File: src/rtl/brg_pkg.sv
package brg_pkg;
  parameter int unsigned BRG_REG_W = 8;
  parameter int unsigned BRG_PRE_W = 5;
  parameter int unsigned BRG_DIV_W = 11;
  parameter int unsigned BRG_OVS_LOG2 = 4;

  typedef struct packed {
    logic [BRG_PRE_W-1:0] pre_code;
    logic [BRG_DIV_W-1:0] div_last;
  } brg_cfg_t;
endpackage

File: src/rtl/brg_cfg_regs.sv
module brg_cfg_regs
  import brg_pkg::*;
#(
  parameter int unsigned REG_W = BRG_REG_W,
  parameter int unsigned PRE_W = BRG_PRE_W,
  parameter int unsigned DIV_W = BRG_DIV_W
) (
  input  logic             clk,
  input  logic             rst_n,
  input  logic             psr_wr,
  input  logic [REG_W-1:0] psr_data,
  input  logic             baud_wr,
  input  logic [REG_W-1:0] baud_data,
  output brg_cfg_t         cfg,
  output logic             idle,
  output logic             restart
);
  localparam int unsigned HI_W = DIV_W - REG_W;

  logic [REG_W-1:0] psr_q;
  logic [REG_W-1:0] baud_q;

  always_ff @(posedge clk) begin
    if (!rst_n) begin
      psr_q  <= '0;
      baud_q <= '0;
    end else begin
      if (psr_wr)  psr_q  <= psr_data;
      if (baud_wr) baud_q <= baud_data;
    end
  end

  assign cfg.pre_code = psr_q[REG_W-1 -: PRE_W];
  assign cfg.div_last = {psr_q[HI_W-1:0], baud_q};
  assign idle         = (cfg.pre_code == '0);
  assign restart      = psr_wr | baud_wr;
endmodule

File: src/rtl/brg_stage.sv
module brg_stage #(
  parameter int unsigned W = 4
) (
  input  logic         clk,
  input  logic         rst_n,
  input  logic         clr,
  input  logic         en,
  input  logic [W-1:0] last,
  output logic         fire
);
  logic [W-1:0] cnt;

  assign fire = en && (cnt == last);

  always_ff @(posedge clk) begin
    if (!rst_n)    cnt <= '0;
    else if (clr)  cnt <= '0;
    else if (en)   cnt <= fire ? '0 : cnt + 1'b1;
  end
endmodule

File: src/rtl/halfstep_baud_gen.sv
module halfstep_baud_gen
  import brg_pkg::*;
#(
  parameter int unsigned REG_W    = BRG_REG_W,
  parameter int unsigned PRE_W    = BRG_PRE_W,
  parameter int unsigned DIV_W    = BRG_DIV_W,
  parameter int unsigned OVS_LOG2 = BRG_OVS_LOG2
) (
  input  logic             clk,
  input  logic             rst_n,
  input  logic             psr_wr,
  input  logic [REG_W-1:0] psr_data,
  input  logic             baud_wr,
  input  logic [REG_W-1:0] baud_data,
  input  logic             sync_mode,
  output logic             sample_tick,
  output logic             bit_tick,
  output logic             compat_mode
);
  localparam logic [OVS_LOG2-1:0] OVS_LAST = '1;

  brg_cfg_t cfg;
  logic     idle;
  logic     restart;
  logic     pre_fire;
  logic     div_fire;
  logic     ovs_fire;

  brg_cfg_regs #(.REG_W(REG_W), .PRE_W(PRE_W), .DIV_W(DIV_W)) u_cfg (
    .clk       (clk),
    .rst_n     (rst_n),
    .psr_wr    (psr_wr),
    .psr_data  (psr_data),
    .baud_wr   (baud_wr),
    .baud_data (baud_data),
    .cfg       (cfg),
    .idle      (idle),
    .restart   (restart)
  );

  // Stage 1: half-step prescaler, (code+1) input clocks per pulse
  brg_stage #(.W(PRE_W)) u_pre (
    .clk   (clk),
    .rst_n (rst_n),
    .clr   (restart),
    .en    (!idle),
    .last  (cfg.pre_code),
    .fire  (pre_fire)
  );

  // Stage 2: divisor, (field+1) prescaler pulses per sample tick
  brg_stage #(.W(DIV_W)) u_div (
    .clk   (clk),
    .rst_n (rst_n),
    .clr   (restart),
    .en    (pre_fire),
    .last  (cfg.div_last),
    .fire  (div_fire)
  );

  // Stage 3: oversampling divide by 2**OVS_LOG2
  brg_stage #(.W(OVS_LOG2)) u_ovs (
    .clk   (clk),
    .rst_n (rst_n),
    .clr   (restart),
    .en    (div_fire),
    .last  (OVS_LAST),
    .fire  (ovs_fire)
  );

  assign sample_tick = div_fire;
  assign bit_tick    = sync_mode ? div_fire : ovs_fire;
  assign compat_mode = idle;
endmodule

File: config.mk
export PLATFORM = sky130hd
export DESIGN_NAME = halfstep_baud_gen
export DESIGN_NICKNAME = d
export VERILOG_FILES = /design/src/rtl/brg_pkg.sv /design/src/rtl/brg_cfg_regs.sv /design/src/rtl/brg_stage.sv /design/src/rtl/halfstep_baud_gen.sv
export SDC_FILE = /design/constraint.sdc
export NUM_CORES = 1
export LEC_CHECK = 0
export CAP_MARGIN = 30
export CELL_PAD_IN_SITES_DETAIL_PLACEMENT = 2
export CELL_PAD_IN_SITES_GLOBAL_PLACEMENT = 2
export CORE_AREA = 2 2 81 83
export CTS_CLUSTER_DIAMETER = 120
export DETAILED_ROUTE_END_ITERATION = 12
export DIE_AREA = 0 0 83 85
export DONT_BUFFER_PORTS = 1
export GPL_TIMING_DRIVEN = 1
export PLACE_DENSITY_LB_ADDON = 0.1
export SKIP_LAST_GASP = 1
export SYNTH_ARGS = -nofsm -noshare
export SYNTH_HDL_FRONTEND = slang
export SYNTH_SLANG_ARGS = --single-unit
File: constraint.sdc
create_clock -name clk -period 1.7 [get_ports clk]
set_input_delay 0.34 -clock clk [delete_from_list [all_inputs] [get_ports clk]]
set_output_delay 0.34 -clock clk [all_outputs]
set_load 0.02 [all_outputs]
==> impl_results.html, run 1 <==
<table>
<tr><th>Metric</th><th>Value</th></tr>
<tr><th colspan="2">STA</th></tr>
<tr><td>Pins Over Slew Limit</td><td>0</td></tr>
<tr><td>Worst slew slack as a fraction of its limit</td><td>80.2%</td></tr>
<tr><td>Final setup viols</td><td>13</td></tr>
<tr><td>Clock Skew</td><td>0.00775 ns</td></tr>
<tr><td>Post-layout min period</td><td>1.95 ns</td></tr>
<tr><td>RSZ-0062 raised after global routing</td><td>true</td></tr>
<tr><td>Worst Tran Pin Value</td><td>0.297 ns</td></tr>
<tr><td>Setup slack after layout</td><td>-0.249 ns</td></tr>
<tr><td>Post-route fraction of the period consumed by the critical path</td><td>115%</td></tr>
<tr><td>Highest achievable clock rate</td><td>513 MHz</td></tr>
<tr><td>Final Hold Viols</td><td>0</td></tr>
<tr><th colspan="2">Placement</th></tr>
<tr><td>Detail Placement HPWL</td><td>4030 um</td></tr>
<tr><td>Routability Congestion</td><td>0.726</td></tr>
<tr><td>Count of input and output buffers</td><td>0</td></tr>
<tr><td>Placed inst area</td><td>2120 sq um</td></tr>
<tr><th colspan="2">Final layout</th></tr>
<tr><td>Most common cell after layout, fill and taps aside</td><td>buf_4</td></tr>
<tr><td>Share of layout cells above drive strength 1</td><td>34.6%</td></tr>
<tr><td>N_diodes</td><td>0</td></tr>
<tr><td># fillers</td><td>673</td></tr>
<tr><td>Area growth from synthesis to layout</td><td>34.6%</td></tr>
<tr><td>Layout Nets</td><td>263</td></tr>
<tr><td>Top library cells by usage in the layout, fill and taps aside</td><td>34 x buf_4, 25 x dfxtp_1, 16 x mux2i_1, 16 x nor2b_1</td></tr>
<tr><td>Layout Cell Area excl Fill</td><td>2440 sq um</td></tr>
<tr><td>Final cell utilization of the core</td><td>39.3%</td></tr>
<tr><th colspan="2">Power</th></tr>
<tr><td>Clock Power Share</td><td>39.3%</td></tr>
<tr><td>Power Internal</td><td>0.00145 W</td></tr>
<tr><td>Worst ir drop on vdd</td><td>0.000313 V</td></tr>
<tr><td>Share of power burned in combinational logic</td><td>15.8%</td></tr>
<tr><td>Switching component of the power</td><td>0.000532 W</td></tr>
<tr><td>Leakage</td><td>0.987 nW</td></tr>
<tr><td>Sw Ratio</td><td>26.8%</td></tr>
<tr><td>Seq pwr share</td><td>45.0%</td></tr>
<tr><td>Total power divided by cell area</td><td>813 nW/um^2</td></tr>
<tr><th colspan="2">Setup path</th></tr>
<tr><td>Reg-to-Reg Start</td><td>u_div.cnt[9]</td></tr>
<tr><td>Slowest cell on the critical path</td><td>dfxtp_2</td></tr>
<tr><td>Worst Path Arrival</td><td>1.61 ns</td></tr>
<tr><td>List of cells traversed by the critical path</td><td>xor2_1 &gt; nor4_2 &gt; buf_4 &gt; nand3_4 &gt; nor2_4 &gt; o21a_4</td></tr>
<tr><td>R2R depth</td><td>7</td></tr>
<tr><td>Worst reg2reg setup slack</td><td>-0.16 ns</td></tr>
<tr><td>Crit path capture type</td><td>output pin</td></tr>
<tr><td>Required time of the critical path</td><td>1.36 ns</td></tr>
<tr><td>Kind of launch point of the worst setup path</td><td>flop</td></tr>
<tr><td>Maximum fanout along the worst path</td><td>2</td></tr>
<tr><td>Type of the worst setup path</td><td>flop to output pin</td></tr>
<tr><td>Reg2Reg Capture Point</td><td>u_ovs.cnt[0]</td></tr>
<tr><td>CP peak stage delay</td><td>0.33 ns</td></tr>
<tr><th colspan="2">Clock tree</th></tr>
<tr><td>CTS H-tree lvls</td><td>2</td></tr>
<tr><td>Clock Sink Count</td><td>36</td></tr>
<tr><td>Clk_lat worst skew</td><td>0.30 ns</td></tr>
<tr><td>Clock edge transition at the registers on the reported setup and hold paths</td><td>0.08 ns</td></tr>
<tr><td>Cts-stage hold buffer count</td><td>0</td></tr>
<tr><td>Number of buffers inserted during clock tree synthesis</td><td>5</td></tr>
<tr><td>Root buffer cell</td><td>clkbuf_8</td></tr>
<tr><td>TritonCTS clock tree</td><td>done</td></tr>
<tr><td>Number of buffers on the longest clock path</td><td>2</td></tr>
<tr><th colspan="2">Route</th></tr>
<tr><td>DRC Markers</td><td>0</td></tr>
<tr><td>Final ANT Viol Nets</td><td>0</td></tr>
<tr><td>Total detailed-routing wirelength</td><td>5660 um</td></tr>
<tr><td>Number of iterations in the first detailed-routing pass</td><td>4</td></tr>
<tr><td>Via total after detailed routing</td><td>1647</td></tr>
<tr><td>DRC marker count from the first detailed-route iteration</td><td>46</td></tr>
<tr><td>Routed length per instance</td><td>17.8 um</td></tr>
<tr><td>Number of vias per cell</td><td>5.20</td></tr>
<tr><th colspan="2">Outcome</th></tr>
<tr><td>Outcome</td><td>complete, but fails checks</td></tr>
<tr><td>Violations in the final reports</td><td>negative setup slack</td></tr>
<tr><th colspan="2">Floorplan</th></tr>
<tr><td>Starting utilization of the core area</td><td>29.2%</td></tr>
<tr><td>Overall die height</td><td>85 um</td></tr>
<tr><td>Total Die Area</td><td>7060 sq um</td></tr>
<tr><td>Placeable core region</td><td>6200 sq um</td></tr>
<tr><td>Number of rows in the core area</td><td>29</td></tr>
<tr><td>Horizontal extent of the die</td><td>83 um</td></tr>
<tr><td>I/O pin cnt</td><td>24</td></tr>
<tr><th colspan="2">Global route</th></tr>
<tr><td>Total overflow reported by the global router</td><td>0</td></tr>
<tr><td>Number of antenna violations at the first check in global routing</td><td>0</td></tr>
<tr><td>Wire length of the first global-routing pass</td><td>9470 um</td></tr>
<tr><td>Pin count of the biggest net entering global routing</td><td>19</td></tr>
<tr><td>GRT Total Usage</td><td>16.9%</td></tr>
<tr><td>Via count of the first global-routing pass</td><td>1868</td></tr>
<tr><th colspan="2">Synth</th></tr>
<tr><td>Number of warnings printed during yosys synthesis</td><td>0</td></tr>
<tr><td>Mapped Area</td><td>1810 sq um</td></tr>
<tr><td>Portion of the post-synthesis area used by sequential elements</td><td>39.8%</td></tr>
<tr><td>#FFs+latches synth</td><td>36</td></tr>
<tr><td>Net count after synthesis</td><td>226</td></tr>
<tr><td>Unique masters post-synth</td><td>35</td></tr>
<tr><td>Mean area per synthesized cell</td><td>8.98 sq um</td></tr>
<tr><td>Number of standard cells after synthesis</td><td>202</td></tr>
<tr><th colspan="2">Worst hold path</th></tr>
<tr><td>Hold Crit Endpoint</td><td>u_cfg.baud_q[2]</td></tr>
<tr><td>Hold Crit Class</td><td>primary input to flop</td></tr>
<tr><td>Hold path cells</td><td>1</td></tr>
<tr><td>Critical hold path startpoint</td><td>rst_n</td></tr>
<tr><th colspan="2">Job</th></tr>
<tr><td>Number of violations of the max-capacitance limit</td><td>0</td></tr>
</table>
==> power groups by stage <==
| stage | Combinational (W) | Clock, W | Sequential [W] |
|---|---|---|---|
| floorplan | 0.000170 | 0 | 0.000903 |
| global placement | 0.000244 | 0 | 0.000911 |
| detailed placement | 0.000251 | 0 | 0.000912 |
| CTS | 0.000292 | 0.000794 | 0.000892 |
| global route | 0.000340 | 0.000850 | 0.000897 |
| finish | 0.000313 | 0.000779 | 0.000892 |
==> sequential cells by signal (all words and copies together) (netlist names) <==
name and cells:
u_div.cnt 11, u_ovs.cnt 4, u_cfg.baud_q 8, u_pre.cnt 5, u_cfg.psr_q 8
==> metal layers <==
metal | up-vias | share of wire [%] | GRT usage, %
met4 | 0 | 1.0 | 3.58
met1 | 820 | 45 | 21.1
met2 | 28 | 51 | 29.9
li1 | 793 | - | -
met3 | 6 | 3.3 | 3.89
met5 | - | 0 | 0
==> critical path, delay by kind of cell (launching register included) <==
kind	cells	cell delay [ns]
buffers and inverters	1	0.17
AND/OR/NAND/NOR	3	0.47
XOR/XNOR	1	0.16
AO/OA/AOI/OAI	1	0.17
flip-flops	1	0.33
==> cell type report <==
type | instances | area [sq um] | area share (%)
multi-input cells | 149 | 1130 | 46.4
flip-flops and latches | 36 | 739 | 30.3
repair buffers | 41 | 334 | 13.7
well taps | 77 | 96.3 | 3.95
clock buffers | 5 | 68.8 | 2.82
clock inverters | 3 | 42.5 | 1.74
inverters | 6 | 26.3 | 1.08
==> what timing repair did <==
item / CTS / global route
gates resized for setup: 17 / 21
buffers inserted: 7 / 2
pin swaps: 12 / 7
gates cloned: 0 / 0
setup endpoints to repair: 14 / 21
==> cells by family (layout without fill, tap and decap cells) <==
kind of cell	count (synthesis)	after routing	synth area share, %
compound gates	25	25	9.11
xor+xnor	19	19	9.18
fa+ha+maj	3	3	2.07
buf+inv	17	55	3.86
flops	36	36	39.8
mux	16	16	8.83
simple gates	86	86	27.2
==> worst max-delay path by stage <==
stage | cells after the start | startpoint | slack, ns | end
after floorplan | 6 | u_div.cnt[3] | -0.06 | bit_tick
after global placement | 5 | u_div.cnt[9] | -0.08 | u_ovs.cnt[0]
after detailed placement | 5 | u_div.cnt[9] | -0.11 | u_ovs.cnt[0]
after CTS | 5 | u_cfg.baud_q[2] | -0.25 | bit_tick
after global routing | 6 | u_div.cnt[9] | -0.38 | bit_tick
final | 6 | u_div.cnt[9] | -0.25 | bit_tick
==> synthesized netlist by cell type, drive strengths merged <==
cell type  number  area, sq um
a211oi          1         7.51
a21boi          1         7.51
a21oi           8         40.0
a31o            1         8.76
a31oi           1         6.26
and2            1         6.26
and3            3         18.8
buf             6         28.8
clkbuf          5         18.8
dfxtp          36          721
ha              3         37.5
inv             6         22.5
mux2i          16          160
nand2          14         52.6
nand3          17         95.1
nand4          12         75.1
nor2            8         30.0
nor2b          16          100
nor3            6         35.0
nor4            3         40.0
o21a            1         7.51
o21ai           4         20.0
o22ai           1         6.26
o311ai          7         61.3
or2             2         12.5
or3             2         12.5
or4             2         15.0
xor2           19          166
==> metrics by stage <==
step / setup slack [ns] / total power (W) / TNS [ns] / instances / hold WS, ns
after global routing: -0.378 / 0.00209 / -3.29 / 317 / 0.158
after detailed placement: -0.110 / 0.00116 / -0.876 / 300 / 0.479
after floorplan: -0.0615 / 0.00107 / -0.0644 / 202 / 0.460
final: -0.249 / 0.00198 / -1.37 / 317 / 0.172
after CTS: -0.254 / 0.00198 / -1.50 / 315 / 0.172
after global placement: -0.0803 / 0.00115 / -0.584 / 300 / 0.471
(Power assumes the default switching activity.)
==> inputs of run 2 (changes only) <==
CORE_AREA = 2 2 104 66   (was 2 2 81 83)
DIE_AREA = 0 0 106 68   (was 0 0 83 85)
==> impl_results.html, run 2 (same netlist as run 1, synthesis figures left out) <==
<table>
<tr><th>Metric</th><th>Value</th></tr>
<tr><th colspan="2">Outcome</th></tr>
<tr><td>Outcome</td><td>complete, but fails checks</td></tr>
<tr><td>Violations in the final reports</td><td>negative setup slack</td></tr>
<tr><th colspan="2">Final layout</th></tr>
<tr><td>Layout Nets</td><td>268</td></tr>
<tr><td>Top library cells by usage in the layout, fill and taps aside</td><td>39 x buf_4, 27 x dfxtp_1, 16 x mux2i_1, 16 x nor2b_1</td></tr>
<tr><td>Share of layout cells above drive strength 1</td><td>41.2%</td></tr>
<tr><td>Final cell utilization of the core</td><td>40.5%</td></tr>
<tr><td>Max reg flops</td><td>11</td></tr>
<tr><td>Sequential cell area</td><td>734 sq um</td></tr>
<tr><td>Top register by number of flip-flops</td><td>u_div.cnt</td></tr>
<tr><td>N_diodes</td><td>0</td></tr>
<tr><td>Top flop regs</td><td>u_div.cnt x11, u_cfg.baud_q x8, u_cfg.psr_q x8</td></tr>
<tr><td>Area occupied by multi-input gates</td><td>1240 sq um</td></tr>
<tr><td>Most common cell after layout, fill and taps aside</td><td>buf_4</td></tr>
<tr><td>Area growth from synthesis to layout</td><td>42.1%</td></tr>
<tr><td># fillers</td><td>693</td></tr>
<tr><th colspan="2">Setup path</th></tr>
<tr><td>Crit path capture type</td><td>output pin</td></tr>
<tr><td>Beginning of the critical path</td><td>u_div.cnt[9]</td></tr>
<tr><td>Required time of the critical path</td><td>1.36 ns</td></tr>
<tr><td>Reg-to-Reg Start</td><td>u_div.cnt[9]</td></tr>
<tr><td>R2R depth</td><td>6</td></tr>
<tr><td>Type of the worst setup path</td><td>flop to output pin</td></tr>
<tr><td>Slowest cell on the critical path</td><td>dfxtp_2</td></tr>
<tr><td>Worst reg2reg setup slack</td><td>-0.28 ns</td></tr>
<tr><td>End point of the critical path</td><td>bit_tick</td></tr>
<tr><td>List of cells traversed by the critical path</td><td>xor2_2 &gt; nor4_4 &gt; nand3_2 &gt; nor2_4 &gt; o21a_4</td></tr>
<tr><td>Maximum fanout along the worst path</td><td>2</td></tr>
<tr><td>Kind of launch point of the worst setup path</td><td>flop</td></tr>
<tr><td>Reg2Reg Capture Point</td><td>u_ovs.cnt[0]</td></tr>
<tr><td>Worst path buffer plus inverter count</td><td>0</td></tr>
<tr><td>Critical path's top delay family</td><td>simple AND/OR/NAND/NOR gates</td></tr>
<tr><td>CP peak stage delay</td><td>0.34 ns</td></tr>
<tr><td>Total number of cells along the worst setup path</td><td>5</td></tr>
<tr><td>Worst Path Arrival</td><td>1.70 ns</td></tr>
<tr><th colspan="2">Clock tree</th></tr>
<tr><td>Clock edge transition at the registers on the reported setup and hold paths</td><td>0.08 ns</td></tr>
<tr><td>CTS H-tree lvls</td><td>2</td></tr>
<tr><td>Root buffer cell</td><td>clkbuf_8</td></tr>
<tr><td>Clock Sink Count</td><td>36</td></tr>
<tr><td>Clk_lat worst skew</td><td>0.30 ns</td></tr>
<tr><td>TritonCTS clock tree</td><td>done</td></tr>
<tr><td>Number of buffers inserted during clock tree synthesis</td><td>5</td></tr>
<tr><td>Number of buffers on the longest clock path</td><td>2</td></tr>
<tr><td>Cts-stage hold buffer count</td><td>0</td></tr>
<tr><th colspan="2">Route</th></tr>
<tr><td>Number of vias per cell</td><td>4.98</td></tr>
<tr><td>Final ANT Viol Nets</td><td>0</td></tr>
<tr><td>Total detailed-routing wirelength</td><td>6380 um</td></tr>
<tr><td>Number of iterations in the first detailed-routing pass</td><td>4</td></tr>
<tr><td>Via total after detailed routing</td><td>1654</td></tr>
<tr><td>DRC Markers</td><td>0</td></tr>
<tr><td>DRC marker count from the first detailed-route iteration</td><td>44</td></tr>
<tr><td>Routed length per instance</td><td>19.2 um</td></tr>
<tr><th colspan="2">Floorplan</th></tr>
<tr><td>Number of rows in the core area</td><td>23</td></tr>
<tr><td>Total Die Area</td><td>7210 sq um</td></tr>
<tr><td>Overall die height</td><td>68 um</td></tr>
<tr><td>Horizontal extent of the die</td><td>106 um</td></tr>
<tr><td>Placeable core region</td><td>6360 sq um</td></tr>
<tr><td>Starting utilization of the core area</td><td>28.5%</td></tr>
<tr><td>I/O pin cnt</td><td>24</td></tr>
<tr><th colspan="2">STA</th></tr>
<tr><td>Post-route fraction of the period consumed by the critical path</td><td>120%</td></tr>
<tr><td>Highest achievable clock rate</td><td>490 MHz</td></tr>
<tr><td>Worst Tran Pin Value</td><td>0.436 ns</td></tr>
<tr><td>Clock Skew</td><td>0.00471 ns</td></tr>
<tr><td>Final setup viols</td><td>16</td></tr>
<tr><td>Pins Over Slew Limit</td><td>0</td></tr>
<tr><td>Setup slack after layout</td><td>-0.343 ns</td></tr>
<tr><td>RSZ-0062 raised after global routing</td><td>true</td></tr>
<tr><td>Worst slew slack as a fraction of its limit</td><td>70.8%</td></tr>
<tr><td>Post-layout min period</td><td>2.04 ns</td></tr>
<tr><td>Final Hold Viols</td><td>0</td></tr>
<tr><th colspan="2">Global route</th></tr>
<tr><td>Wire length of the first global-routing pass</td><td>9580 um</td></tr>
<tr><td>Total overflow reported by the global router</td><td>0</td></tr>
<tr><td>Pin count of the biggest net entering global routing</td><td>19</td></tr>
<tr><td>Via count of the first global-routing pass</td><td>1752</td></tr>
<tr><td>Number of antenna violations at the first check in global routing</td><td>0</td></tr>
<tr><td>GRT Total Usage</td><td>17.7%</td></tr>
<tr><th colspan="2">Placement</th></tr>
<tr><td>Count of input and output buffers</td><td>0</td></tr>
<tr><td>Routability Congestion</td><td>0.804</td></tr>
<tr><td>Detail Placement HPWL</td><td>4450 um</td></tr>
<tr><td>Pre-CTS setup slack</td><td>-0.150 ns</td></tr>
<tr><th colspan="2">Power</th></tr>
<tr><td>Worst ir drop on vdd</td><td>0.000273 V</td></tr>
<tr><td>Total power divided by cell area</td><td>741 nW/um^2</td></tr>
<tr><td>Leakage</td><td>1.01 nW</td></tr>
<tr><th colspan="2">Job</th></tr>
<tr><td>Number of violations of the max-capacitance limit</td><td>0</td></tr>
<tr><th colspan="2">Worst hold path</th></tr>
<tr><td>Hold Crit Class</td><td>primary input to flop</td></tr>
<tr><td>Hold path cells</td><td>1</td></tr>
</table>
-- run 2: worst min-delay path by stage --
stage	start	endpoint	slack, ns
global placement	rst_n	u_cfg.psr_q[6]	0.47
detailed placement	rst_n	u_cfg.psr_q[2]	0.48
global route	rst_n	u_cfg.psr_q[2]	0.16
finish	rst_n	u_cfg.psr_q[4]	0.17
floorplan	u_ovs.cnt[3]	u_ovs.cnt[3]	0.46
CTS	rst_n	u_cfg.psr_q[7]	0.16
-- run 2: cell type report --
class / instances / area share [%]
repair buffers: 46 / 14.6
flip-flops and latches: 36 / 28.5
multi-input cells: 149 / 48.3
inverters: 6 / 1.02
clock inverters: 3 / 0.729
clock buffers: 5 / 2.67
well taps: 87 / 4.23
-- run 2: where the power goes --
part / internal (W) / total [W] / switching [W] / leakage [nW]
sequential: 0.000867 / 0.000896 / 0.0000291 / 0.298
combinational: 0.000182 / 0.000371 / 0.000189 / 0.668
clock: 0.000286 / 0.000642 / 0.000356 / 0.0479
-- run 2: layer usage --
layer / wire [um] / GRT usage (%) / vias up
met1: 3140 / 24.1 / 828
met2: 2950 / 28.3 / 22
met3: 216 / 4.57 / 7
li1: - / - / 797
met4: 69 / 4.44 / 0
met5: 0 / 0 / -
-- run 2: through the flow --
stage / power (W) / hold WS [ns] / instance area [sq um] / std cells / setup TNS [ns]
after floorplan: 0.00107 / 0.460 / 1840 / 202 / -0.0644
after global placement: 0.00117 / 0.471 / 2180 / 314 / -0.374
after detailed placement: 0.00118 / 0.478 / 2180 / 314 / -0.542
after CTS: 0.00185 / 0.162 / 2340 / 327 / -2.48
after global routing: 0.00200 / 0.160 / 2580 / 332 / -4.51
final: 0.00191 / 0.166 / 2580 / 332 / -2.96
-- run 2: timing repair --
| action | 4_1_cts | 5_1_grt |
|---|---|---|
| setup endpoints to repair | 9 | 18 |
| setup buffers | 5 | 6 |
| endpoints found under the hold margin | 0 | 0 |
| cloned | 0 | 0 |
| pin swaps | 4 | 18 |
| resized for setup | 11 | 41 |
==> inputs of run 3 (changes only) <==
clock period = 2.1 ns   (was 1.7 ns; I/O delays follow)
==> impl_results.html, run 3 (same netlist as run 1, synthesis figures left out) <==
<table>
<tr><th>Metric</th><th>Value</th></tr>
<tr><th colspan="2">Floorplan</th></tr>
<tr><td>Number of rows in the core area</td><td>23</td></tr>
<tr><td>I/O pin cnt</td><td>24</td></tr>
<tr><td>Horizontal extent of the die</td><td>106 um</td></tr>
<tr><td>Overall die height</td><td>68 um</td></tr>
<tr><td>Placeable core region</td><td>6360 sq um</td></tr>
<tr><td>Total Die Area</td><td>7210 sq um</td></tr>
<tr><td>Starting utilization of the core area</td><td>28.5%</td></tr>
<tr><th colspan="2">Route</th></tr>
<tr><td>Total detailed-routing wirelength</td><td>5380 um</td></tr>
<tr><td>DRC Markers</td><td>0</td></tr>
<tr><td>Via total after detailed routing</td><td>1519</td></tr>
<tr><td>Routed length per instance</td><td>18.2 um</td></tr>
<tr><td>Number of iterations in the first detailed-routing pass</td><td>4</td></tr>
<tr><td>DRC marker count from the first detailed-route iteration</td><td>63</td></tr>
<tr><td>Number of vias per cell</td><td>5.13</td></tr>
<tr><td>Final ANT Viol Nets</td><td>0</td></tr>
<tr><th colspan="2">Worst hold path</th></tr>
<tr><td>Hold Crit Class</td><td>primary input to flop</td></tr>
<tr><th colspan="2">Clock tree</th></tr>
<tr><td>Clock Sink Count</td><td>36</td></tr>
<tr><td>Clock edge transition at the registers on the reported setup and hold paths</td><td>0.08 ns</td></tr>
<tr><td>CTS H-tree lvls</td><td>2</td></tr>
<tr><td>Cts-stage hold buffer count</td><td>0</td></tr>
<tr><td>Number of buffers on the longest clock path</td><td>2</td></tr>
<tr><td>Clk_lat worst skew</td><td>0.30 ns</td></tr>
<tr><td>TritonCTS clock tree</td><td>done</td></tr>
<tr><td>Root buffer cell</td><td>clkbuf_8</td></tr>
<tr><td>Number of buffers inserted during clock tree synthesis</td><td>5</td></tr>
<tr><th colspan="2">Global route</th></tr>
<tr><td>Wire length of the first global-routing pass</td><td>8470 um</td></tr>
<tr><td>Met1 routing resource usage after global routing</td><td>22.6%</td></tr>
<tr><td>Total overflow reported by the global router</td><td>0</td></tr>
<tr><td>Via count of the first global-routing pass</td><td>1598</td></tr>
<tr><td>GRT Total Usage</td><td>16.2%</td></tr>
<tr><td>Pin count of the biggest net entering global routing</td><td>19</td></tr>
<tr><td>Layer carrying the most global-route usage</td><td>met2</td></tr>
<tr><td>Number of antenna violations at the first check in global routing</td><td>0</td></tr>
<tr><td>GR met2 Demand/Resource</td><td>24.8%</td></tr>
<tr><td>GRT met3 Usage</td><td>3.43%</td></tr>
<tr><th colspan="2">STA</th></tr>
<tr><td>Worst Hold Margin</td><td>0.248 ns</td></tr>
<tr><td>Final setup viols</td><td>0</td></tr>
<tr><td>RSZ-0062 raised after global routing</td><td>true</td></tr>
<tr><td>Pins Over Slew Limit</td><td>0</td></tr>
<tr><td>Post-layout min period</td><td>2.07 ns</td></tr>
<tr><td>Worst slew slack as a fraction of its limit</td><td>76.1%</td></tr>
<tr><td>Clock Skew</td><td>0.00918 ns</td></tr>
<tr><td>Highest achievable clock rate</td><td>483 MHz</td></tr>
<tr><td>Final Hold Viols</td><td>0</td></tr>
<tr><td>Setup slack after layout</td><td>0.0284 ns</td></tr>
<tr><td>Post-route fraction of the period consumed by the critical path</td><td>98.6%</td></tr>
<tr><td>Worst Tran Pin Value</td><td>0.358 ns</td></tr>
<tr><th colspan="2">Power</th></tr>
<tr><td>Total power divided by cell area</td><td>674 nW/um^2</td></tr>
<tr><td>Worst ir drop on vdd</td><td>0.000273 V</td></tr>
<tr><td>Leakage</td><td>0.811 nW</td></tr>
<tr><th colspan="2">Final layout</th></tr>
<tr><td># fillers</td><td>719</td></tr>
<tr><td>Top flop regs</td><td>u_div.cnt x11, u_cfg.baud_q x8, u_cfg.psr_q x8</td></tr>
<tr><td>Area growth from synthesis to layout</td><td>14.9%</td></tr>
<tr><td>Max reg flops</td><td>11</td></tr>
<tr><td>N_diodes</td><td>0</td></tr>
<tr><td>Layout Nets</td><td>232</td></tr>
<tr><td>Number of cells in the finished layout apart from fillers</td><td>296</td></tr>
<tr><td>Most common cell after layout, fill and taps aside</td><td>dfxtp_1</td></tr>
<tr><td>Share of layout cells above drive strength 1</td><td>16.7%</td></tr>
<tr><td>Top register by number of flip-flops</td><td>u_div.cnt</td></tr>
<tr><td>Top library cells by usage in the layout, fill and taps aside</td><td>30 x dfxtp_1, 18 x xor2_1, 16 x mux2i_1, 16 x nor2b_1</td></tr>
<tr><th colspan="2">Placement</th></tr>
<tr><td>Routability Congestion</td><td>0.792</td></tr>
<tr><td>Count of input and output buffers</td><td>0</td></tr>
<tr><td>Placed Cells incl. Taps</td><td>287</td></tr>
<tr><td>Detail Placement HPWL</td><td>3990 um</td></tr>
<tr><td>Pre-CTS setup slack</td><td>0.0221 ns</td></tr>
<tr><th colspan="2">Setup path</th></tr>
<tr><td>Maximum fanout along the worst path</td><td>5</td></tr>
<tr><td>Type of the worst setup path</td><td>flop to output pin</td></tr>
<tr><td>Kind of launch point of the worst setup path</td><td>flop</td></tr>
<tr><td>Worst Path Arrival</td><td>1.65 ns</td></tr>
<tr><td>Required time of the critical path</td><td>1.68 ns</td></tr>
<tr><td>Crit path capture type</td><td>output pin</td></tr>
<tr><th colspan="2">Outcome</th></tr>
<tr><td>Outcome</td><td>complete, no violations</td></tr>
<tr><th colspan="2">Job</th></tr>
<tr><td>Number of violations of the max-capacitance limit</td><td>0</td></tr>
</table>
[run 3: path summary, 6_finish.rpt]
path / start / to / slack, ns / cells after the start
setup / recovery: u_div.cnt[9] / bit_tick / 0.03 / 5
hold reg to reg: u_div.cnt[0] / u_div.cnt[0] / 0.52 / 2
hold / removal: rst_n / u_cfg.baud_q[7] / 0.25 / 1
setup reg to reg: u_div.cnt[9] / u_ovs.cnt[0] / 0.12 / 6
[run 3: layer usage]
metal | part of all wire (%) | up-vias
li1 | - | 737
met4 | 1.3 | 0
met5 | 0 | -
met1 | 52 | 754
met3 | 3.9 | 5
met2 | 43 | 23
[run 3: repair_timing]
item | in CTS | in global routing
gates resized for setup | 9 | 5
setup buffers | 1 | 0
endpoints found under the setup margin | 3 | 9
endpoints found under the hold margin | 0 | 0
pin swaps | 3 | 4
[run 3: where the power goes]
| part | switching [W] | total [W] | internal, W |
|---|---|---|---|
| registers | 0.0000223 | 0.000723 | 0.000701 |
| clock network | 0.000271 | 0.000503 | 0.000231 |
| logic | 0.000109 | 0.000178 | 0.0000689 |
[run 3: through the flow]
stage | instance area (sq um) | power, W | utilization, % | TNS (ns)
2_1_floorplan | 1810 | 0.000864 | - | 0
6_report | 2080 | 0.00140 | 32.8 | 0
3_5_place_dp | 1940 | 0.000911 | 30.5 | 0
4_1_cts | 2060 | 0.00142 | 32.5 | -0.0227
5_1_grt | 2080 | 0.00148 | 32.8 | -0.143
3_3_place_gp | 1940 | 0.000903 | 30.5 | 0
[run 3: critical path: stages, from the launching register on]
cell and delay [ns]:
dfxtp_2 0.35, xor2_1 0.19, nor4_4 0.33, nand3_2 0.18, nor2_4 0.14, o21a_4 0.17
[run 3: final cells by class]
class / count / area [sq um] / share of cell area, %
clock inverters: 3 / 18.8 / 0.901
inverters: 6 / 22.5 / 1.08
multi-input cells: 149 / 1060 / 50.8
clock buffers: 5 / 68.8 / 3.30
repair buffers: 10 / 75.1 / 3.60
well taps: 87 / 109 / 5.23
flip-flops and latches: 36 / 731 / 35.1
